**src/rtl/wdog_pkg.sv**
```systemverilog
package wdog_pkg;

    typedef enum logic [1:0] {
        WD_HOLD  = 2'd0,
        WD_PULSE = 2'd1,
        WD_WATCH = 2'd2
    } wd_state_e;

    typedef struct packed {
        logic clear;
        logic advance;
    } cnt_cmd_s;

    function automatic int unsigned max3(input int unsigned a, input int unsigned b,
                                         input int unsigned c);
        int unsigned m;
        m = (a > b) ? a : b;
        return (m > c) ? m : c;
    endfunction

    function automatic int unsigned count_bits(input int unsigned a, input int unsigned b,
                                               input int unsigned c);
        return $clog2(max3(a, b, c) + 1);
    endfunction

endpackage

```
**src/rtl/wdog_svc_sync.sv**
```systemverilog
module wdog_svc_sync #(
    parameter int unsigned STAGES = 2
) (
    input  logic clk,
    input  logic rst,
    input  logic wdi,
    output logic kick
);
    logic [STAGES-1:0] pipe;
    logic              last;

    for (genvar g = 0; g < STAGES; g++) begin : g_stage
        if (g == 0) begin : g_first
            always_ff @(posedge clk) begin
                if (rst) pipe[0] <= 1'b0;
                else     pipe[0] <= wdi;
            end
        end else begin : g_next
            always_ff @(posedge clk) begin
                if (rst) pipe[g] <= 1'b0;
                else     pipe[g] <= pipe[g-1];
            end
        end
    end

    always_ff @(posedge clk) begin
        if (rst) last <= 1'b0;
        else     last <= pipe[STAGES-1];
    end

    assign kick = pipe[STAGES-1] ^ last;
endmodule

```
**src/rtl/wdog_tick_cnt.sv**
```systemverilog
module wdog_tick_cnt #(
    parameter int unsigned W = 8
) (
    input  logic                clk,
    input  logic                rst,
    input  wdog_pkg::cnt_cmd_s  cmd,
    output logic [W-1:0]        count
);
    always_ff @(posedge clk) begin
        if (rst || cmd.clear) count <= '0;
        else if (cmd.advance) count <= count + 1'b1;
    end
endmodule

```
**src/rtl/wdog_ctrl.sv**
```systemverilog
module wdog_ctrl
    import wdog_pkg::*;
#(
    parameter int unsigned W           = 11,
    parameter int unsigned RESET_TICKS = 140,
    parameter int unsigned LONG_TICKS  = 1000,
    parameter int unsigned SHORT_TICKS = 70
) (
    input  logic         clk,
    input  logic         rst,
    input  logic         tick_en,
    input  logic         wd_enable,
    input  logic         supply_ok,
    input  logic         kick,
    input  logic [W-1:0] count,
    output cnt_cmd_s     cmd,
    output wd_state_e    state,
    output logic         long_mode
);
    localparam logic [W-1:0] PULSE_LAST = W'(RESET_TICKS - 1);
    localparam logic [W-1:0] LONG_LAST  = W'(LONG_TICKS - 1);
    localparam logic [W-1:0] SHORT_LAST = W'(SHORT_TICKS - 1);

    wd_state_e    state_d;
    logic         long_d;
    logic [W-1:0] limit;

    assign limit = long_mode ? LONG_LAST : SHORT_LAST;

    always_comb begin
        state_d     = state;
        long_d      = long_mode;
        cmd.clear   = 1'b0;
        cmd.advance = 1'b0;
        if (!supply_ok) begin
            state_d   = WD_HOLD;
            long_d    = 1'b1;
            cmd.clear = 1'b1;
        end else begin
            case (state)
                WD_HOLD: begin
                    state_d   = WD_PULSE;
                    long_d    = 1'b1;
                    cmd.clear = 1'b1;
                end
                WD_PULSE: begin
                    long_d = 1'b1;
                    if (tick_en) begin
                        if (count == PULSE_LAST) begin
                            state_d   = WD_WATCH;
                            cmd.clear = 1'b1;
                        end else begin
                            cmd.advance = 1'b1;
                        end
                    end
                end
                WD_WATCH: begin
                    if (!wd_enable) begin
                        cmd.clear = 1'b1;
                    end else if (kick) begin
                        cmd.clear = 1'b1;
                        long_d    = 1'b0;
                    end else if (tick_en) begin
                        if (count == limit) begin
                            state_d   = WD_PULSE;
                            long_d    = 1'b1;
                            cmd.clear = 1'b1;
                        end else begin
                            cmd.advance = 1'b1;
                        end
                    end
                end
                default: begin
                    state_d   = WD_HOLD;
                    cmd.clear = 1'b1;
                end
            endcase
        end
    end

    always_ff @(posedge clk) begin
        if (rst) begin
            state     <= WD_PULSE;
            long_mode <= 1'b1;
        end else begin
            state     <= state_d;
            long_mode <= long_d;
        end
    end
endmodule

```
**src/rtl/wdog_supervisor.sv**
```systemverilog
module wdog_supervisor
    import wdog_pkg::*;
#(
    parameter int unsigned RESET_TICKS = 140,
    parameter int unsigned LONG_TICKS  = 1000,
    parameter int unsigned SHORT_TICKS = 70,
    parameter int unsigned SYNC_STAGES = 2
) (
    input  logic clk,
    input  logic rst,
    input  logic tick_en,
    input  logic wdi,
    input  logic wd_enable,
    input  logic supply_ok,
    output logic rst_out_n,
    output logic long_armed
);
    localparam int unsigned CW = count_bits(RESET_TICKS, LONG_TICKS, SHORT_TICKS);

    logic          kick;
    cnt_cmd_s      cmd;
    logic [CW-1:0] count;
    wd_state_e     state;
    logic          long_mode;

    wdog_svc_sync #(.STAGES(SYNC_STAGES)) u_sync (
        .clk  (clk),
        .rst  (rst),
        .wdi  (wdi),
        .kick (kick)
    );

    wdog_tick_cnt #(.W(CW)) u_cnt (
        .clk   (clk),
        .rst   (rst),
        .cmd   (cmd),
        .count (count)
    );

    wdog_ctrl #(
        .W           (CW),
        .RESET_TICKS (RESET_TICKS),
        .LONG_TICKS  (LONG_TICKS),
        .SHORT_TICKS (SHORT_TICKS)
    ) u_ctrl (
        .clk       (clk),
        .rst       (rst),
        .tick_en   (tick_en),
        .wd_enable (wd_enable),
        .supply_ok (supply_ok),
        .kick      (kick),
        .count     (count),
        .cmd       (cmd),
        .state     (state),
        .long_mode (long_mode)
    );

    assign rst_out_n  = (state == WD_WATCH);
    assign long_armed = long_mode;
endmodule

```
**config.mk**
```make
export PLATFORM = sky130hd
export DESIGN_NAME = wdog_supervisor
export DESIGN_NICKNAME = d
export VERILOG_FILES = /design/src/rtl/wdog_pkg.sv /design/src/rtl/wdog_svc_sync.sv /design/src/rtl/wdog_tick_cnt.sv /design/src/rtl/wdog_ctrl.sv /design/src/rtl/wdog_supervisor.sv
export SDC_FILE = /design/constraint.sdc
export NUM_CORES = 1
export LEC_CHECK = 0
export BUFFER_PORTS_ARGS = -buffer_cell sky130_fd_sc_hd__buf_2
export CAP_MARGIN = 20
export CELL_PAD_IN_SITES_DETAIL_PLACEMENT = 0
export CELL_PAD_IN_SITES_GLOBAL_PLACEMENT = 2
export CORE_ASPECT_RATIO = 1.5
export CORE_MARGIN = 10
export CORE_UTILIZATION = 32
export DETAILED_ROUTE_END_ITERATION = 16
export PLACE_DENSITY_LB_ADDON = 0.1
export SLEW_MARGIN = 20
export SYNTH_ARGS = -nofsm -noshare
export SYNTH_HDL_FRONTEND = slang
export SYNTH_HIERARCHICAL = 1
export SYNTH_SLANG_ARGS = --single-unit
export TNS_END_PERCENT = 1
```
**constraint.sdc**
```tcl
create_clock -name clk -period 2.15 [get_ports clk]
set_input_delay 0.1075 -clock clk [delete_from_list [all_inputs] [get_ports clk]]
set_output_delay 0.1075 -clock clk [all_outputs]
set_load 0.03 [all_outputs]
```
==> Flow_metrics.wiki <==
{| class="wikitable"
! Metric !! Value
|-
| Floorplan core area || between 2000 and 3000 um^2
|-
| Count of buffers from port buffering || 7
|-
| Overall fraction of global-route tracks in use || around 8.5%
|-
| Seq/Total Area, Yosys || between 30% and 40%
|-
| Sum of routed wire length over all layers || roughly 2.2 mm
|-
| CP required || around 2.3 ns
|-
| Effective utilization at floorplan || 32.76%
|-
| Met2 WL post-DR || around 1.2 mm
|-
| Detailed-routing wirelength on met1 || between 800 and 900 um
|-
| Diodes inserted || 0
|-
| Detailed Route Iter0 Violations || 23
|-
| Via count of the first global-routing pass || between 800 and 900
|-
| PnR Total Power || ~0.64 mW
|-
| Die ar. || about 5500 um^2
|-
| Capture point of the worst reg-to-reg path || u_cnt/count[8]$_SDFFE_PP0P_
|-
| Count of endpoints failing hold in the final timing report || 0
|-
| Number of vias per cell after detailed routing || slightly below 5
|-
| Number of buffers created by CTS || 3
|-
| Worst supply voltage drop on vdd || between 0.0002 and 0.0003 V
|-
| CTS tree || built
|-
| Maximum clock insertion buffer count || 2
|-
| Normalized max-slew margin || around four fifths
|-
| Highest Clock Rate || around 470 MHz
|-
| Worst-case clock skew || between 0.007 and 0.008 ns
|-
| Leakage power figure || around 0.47 nW
|-
| Crit path launch || u_cnt/count[8]$_SDFFE_PP0P_
|-
| Fraction of layout instances using a drive strength above 1 || between 40% and 50%
|-
| Area growth from synthesis to final layout || 35.61%
|-
| Post-synthesis instance area || between 900 and 1000 um^2
|-
| Unrepaired setup endpoints after global routing || yes
|-
| Reported max-cap violation count || 0
|-
| Site Rows || 24
|-
| Crit path max fanout || 4
|-
| Fin. max-slew vios || 0
|-
| Critical Path Sink Type || flip-flop
|-
| Cells on worst reg2reg path || 9
|-
| Cell at the root of the clock tree || sky130_fd_sc_hd__clkbuf_8
|-
| Status || completed
|-
| Worst Tran Pin Value || between 0.2 and 0.3 ns
|-
| Final critical-path share of the clock period || a little over nine tenths
|-
| DR vias || between 800 and 900
|-
| Clk sinks || 16
|-
| Count of yosys warnings during synthesis || 6
|-
| Number of antenna violations at the first check in global routing || 0
|-
| Die Y || 86.19 um
|-
| Class of the tightest hold or removal check || primary input to flip-flop
|-
| Yosys cell types || 40
|-
| RePlAce Congestion || between 0.7 and 0.8
|-
| Worst R2R Setup Slack || 0.04 ns
|-
| Number of H-tree branching levels || 1
|-
| Net count after synthesis || about 110
|-
| Final ANT Viol Nets || 0
|-
| Worst setup path endpoint || u_cnt/count[8]$_SDFFE_PP0P_
|-
| DP Wirelength || about 1.7 mm
|-
| Total iterations of the first detailed-routing run || 4
|-
| Routed wirelength normalized by instance count || about 13 um
|-
| Final hold slack || 0.06669 ns
|-
| Post-layout instance count excluding filler cells || 168
|-
| # fillers || approximately 290
|-
| Width of the die || approximately 64 um
|-
| Gr ovfl total || 0
|-
| Post-detailed-route DRC marker count || 0
|-
| Min Tclk post-route || about 2.1 ns
|-
| TNS Setup || 0 ns
|-
| CTS clk-pin slew, worst paths || approximately 0.070 ns
|-
| Launch instance of the worst min-delay path || wdi
|-
| Arrival time of data at the critical path endpoint || about 2.3 ns
|-
| Category of the most critical setup path || flip-flop to flip-flop
|-
| Pin count of the biggest net entering global routing || 11
|-
| Wire length of the first global-routing pass || 3.746 mm
|-
| Worst hold path cell count || 2
|-
| Final layout net count || ~140
|-
| Avg Synthesized Cell Area || around 9.2 um^2
|-
| Clock latency on the worst-skew pair || 0.25 ns
|-
| Setup crit start kind || flip-flop
|-
| #FFs+latches synth || 16
|-
| Post-synthesis instance total || just over 100
|-
| Met3 WL post-DR || between 90 and 100 um
|-
| Uppermost layer routed || met4
|-
| Ports placed on the boundary || 8
|-
| Cell Pwr Density || around 500 nW/um^2
|-
| Launching point of the worst reg2reg path || u_cnt/count[8]$_SDFFE_PP0P_
|-
| Final setup violation count || 0
|-
| Number of placed cells counting well taps || approximately 160
|}
area by class of cell:
cell class / count / area, um^2 / area share, %
Sequential cell: 16 / 332.8 / 26.26
Clock buffer: 4 / 45.04 / 3.554
Multi-Input combinational cell: 80 / 651.9 / 51.43
Timing Repair Buffer: 25 / 173.9 / 13.72
Inverter: 4 / 15.01 / 1.185
Tap cell: 39 / 48.80 / 3.850
synthesized netlist by cell type:
master                      number  area [um^2]
sky130_fd_sc_hd__a21oi_1         7        35.03
sky130_fd_sc_hd__or3_1           2        12.51
sky130_fd_sc_hd__nand4bb_1       1        11.26
sky130_fd_sc_hd__or4_1           2        15.01
sky130_fd_sc_hd__nand2b_1        1        6.260
sky130_fd_sc_hd__or3_2           2        15.01
sky130_fd_sc_hd__nor2b_1         4        25.02
sky130_fd_sc_hd__nor4_4          1        21.27
sky130_fd_sc_hd__o31ai_1         2        15.01
sky130_fd_sc_hd__clkbuf_1        1        3.750
sky130_fd_sc_hd__o21ai_0         3        15.01
sky130_fd_sc_hd__a211oi_1        1        7.510
sky130_fd_sc_hd__nor2_1         10        37.54
sky130_fd_sc_hd__a32o_1          1        10.01
sky130_fd_sc_hd__nor4bb_1        1        10.01
sky130_fd_sc_hd__dfxtp_1        16        320.3
sky130_fd_sc_hd__xor2_1          4        35.03
sky130_fd_sc_hd__o211ai_1        1        7.510
sky130_fd_sc_hd__or3_4           1        11.26
sky130_fd_sc_hd__nand2_1         8        30.03
sky130_fd_sc_hd__nand4_1         3        18.77
sky130_fd_sc_hd__o211ai_4        1        21.27
sky130_fd_sc_hd__nand3_1         3        15.01
sky130_fd_sc_hd__xnor2_1         1        8.760
sky130_fd_sc_hd__nand4_4         1        21.27
sky130_fd_sc_hd__o21ai_1         2        10.01
sky130_fd_sc_hd__ha_1            5        62.56
sky130_fd_sc_hd__or2b_4          1        11.26
sky130_fd_sc_hd__or2_2           1        6.260
sky130_fd_sc_hd__o211a_1         1        10.01
sky130_fd_sc_hd__nor2b_4         1        13.76
sky130_fd_sc_hd__mux2i_1         2        20.02
sky130_fd_sc_hd__a311o_1         1        10.01
sky130_fd_sc_hd__a31oi_1         1        6.260
sky130_fd_sc_hd__o21a_2          1        8.760
sky130_fd_sc_hd__inv_1           4        15.01
sky130_fd_sc_hd__o32ai_1         1        8.760
sky130_fd_sc_hd__nor4_1          1        6.260
sky130_fd_sc_hd__nand4b_1        1        8.760
sky130_fd_sc_hd__buf_4           1        7.510
cell families (layout without fill, tap and decap cells):
logic type | Yosys count | count (layout) | share of synthesized area [%]
simple gates | 45 | 45 | 31.73
compound gates | 23 | 23 | 17.67
flops | 16 | 16 | 34.27
buf+inv | 6 | 33 | 2.811
fa+ha+maj | 5 | 5 | 6.693
xor+xnor | 5 | 5 | 4.685
mux | 2 | 2 | 2.142
routing by layer:
metal  up-vias  GRT usage (%)
li1        428              -
met3         2          2.067
met1       387          8.215
met2         6          15.62
met5         -              0
met4         0          5.078
timing repair:
action                     CTS  global route
hold buffers                 0             0
pin swaps                    6             6
setup endpoints to repair    3             4
resized for setup           11             7
setup buffers                1             2
power by group:
| part | switching (mW) | total (mW) | internal, mW |
|---|---|---|---|
| sequential | 0.00611 | 0.308 | 0.302 |
| combinational | 0.0488 | 0.0972 | 0.0484 |
| clock | 0.0988 | 0.230 | 0.131 |
| total | 0.154 | 0.635 | 0.481 |
cells in the final DEF, fill, tap and decap left out, types with 2 or more instances in the layout:
cell type,n
sky130_fd_sc_hd__a21oi_1,4
sky130_fd_sc_hd__dfxtp_4,2
sky130_fd_sc_hd__o21ai_1,2
sky130_fd_sc_hd__mux2i_1,2
sky130_fd_sc_hd__nor2_1,10
sky130_fd_sc_hd__a21oi_2,3
sky130_fd_sc_hd__o21ai_0,3
sky130_fd_sc_hd__buf_2,7
sky130_fd_sc_hd__nand3_1,2
sky130_fd_sc_hd__buf_4,17
sky130_fd_sc_hd__nor2b_1,4
sky130_fd_sc_hd__nand4_1,3
sky130_fd_sc_hd__ha_1,4
sky130_fd_sc_hd__clkbuf_8,3
sky130_fd_sc_hd__nand2_1,6
sky130_fd_sc_hd__nand2_2,2
sky130_fd_sc_hd__inv_1,3
sky130_fd_sc_hd__or3_4,3
sky130_fd_sc_hd__or4_4,2
sky130_fd_sc_hd__dfxtp_2,4
sky130_fd_sc_hd__dfxtp_1,10
sky130_fd_sc_hd__o31ai_1,2
sky130_fd_sc_hd__xor2_1,4
worst min-delay path by stage:
stage,to,slack (ns)
finish,u_sync/pipe[0]$_SDFF_PP0_,0.07
CTS,u_sync/pipe[0]$_SDFF_PP0_,0.06
detailed placement,u_sync/pipe[0]$_SDFF_PP0_,0.33
floorplan,u_sync/last$_SDFF_PP0_,0.18
global route,u_sync/pipe[0]$_SDFF_PP0_,0.09
global placement,u_sync/pipe[0]$_SDFF_PP0_,0.32
worst max-delay path, stage by stage, from the launching register on:
cell                      delay (ns)
sky130_fd_sc_hd__dfxtp_2        0.35
sky130_fd_sc_hd__or3_4          0.13
sky130_fd_sc_hd__nor4_2         0.03
sky130_fd_sc_hd__o21a_2         0.20
sky130_fd_sc_hd__or3_4          0.33
sky130_fd_sc_hd__a21oi_2        0.14
sky130_fd_sc_hd__buf_6          0.13
sky130_fd_sc_hd__nand3_4        0.07
sky130_fd_sc_hd__or4_4          0.52
sky130_fd_sc_hd__a21oi_2        0.14
state kept, by name (all words and copies together), names as in the netlist:
signal,count
u_sync/last,1
u_ctrl/state,2
u_sync/pipe,2
u_ctrl/long_mode,1
u_cnt/count,10
metrics by stage:
stage	setup WS, ns	area (um^2)	util (%)
finish	0.03506	1267	44.43
global route	-0.04729	1267	44.43
CTS	-0.009399	1224	42.89
detailed placement	-0.02950	1134	39.74
global placement	0.02652	1134	39.74
floorplan	0.007913	948.4	-
Power figures use the tool's default switching activity.
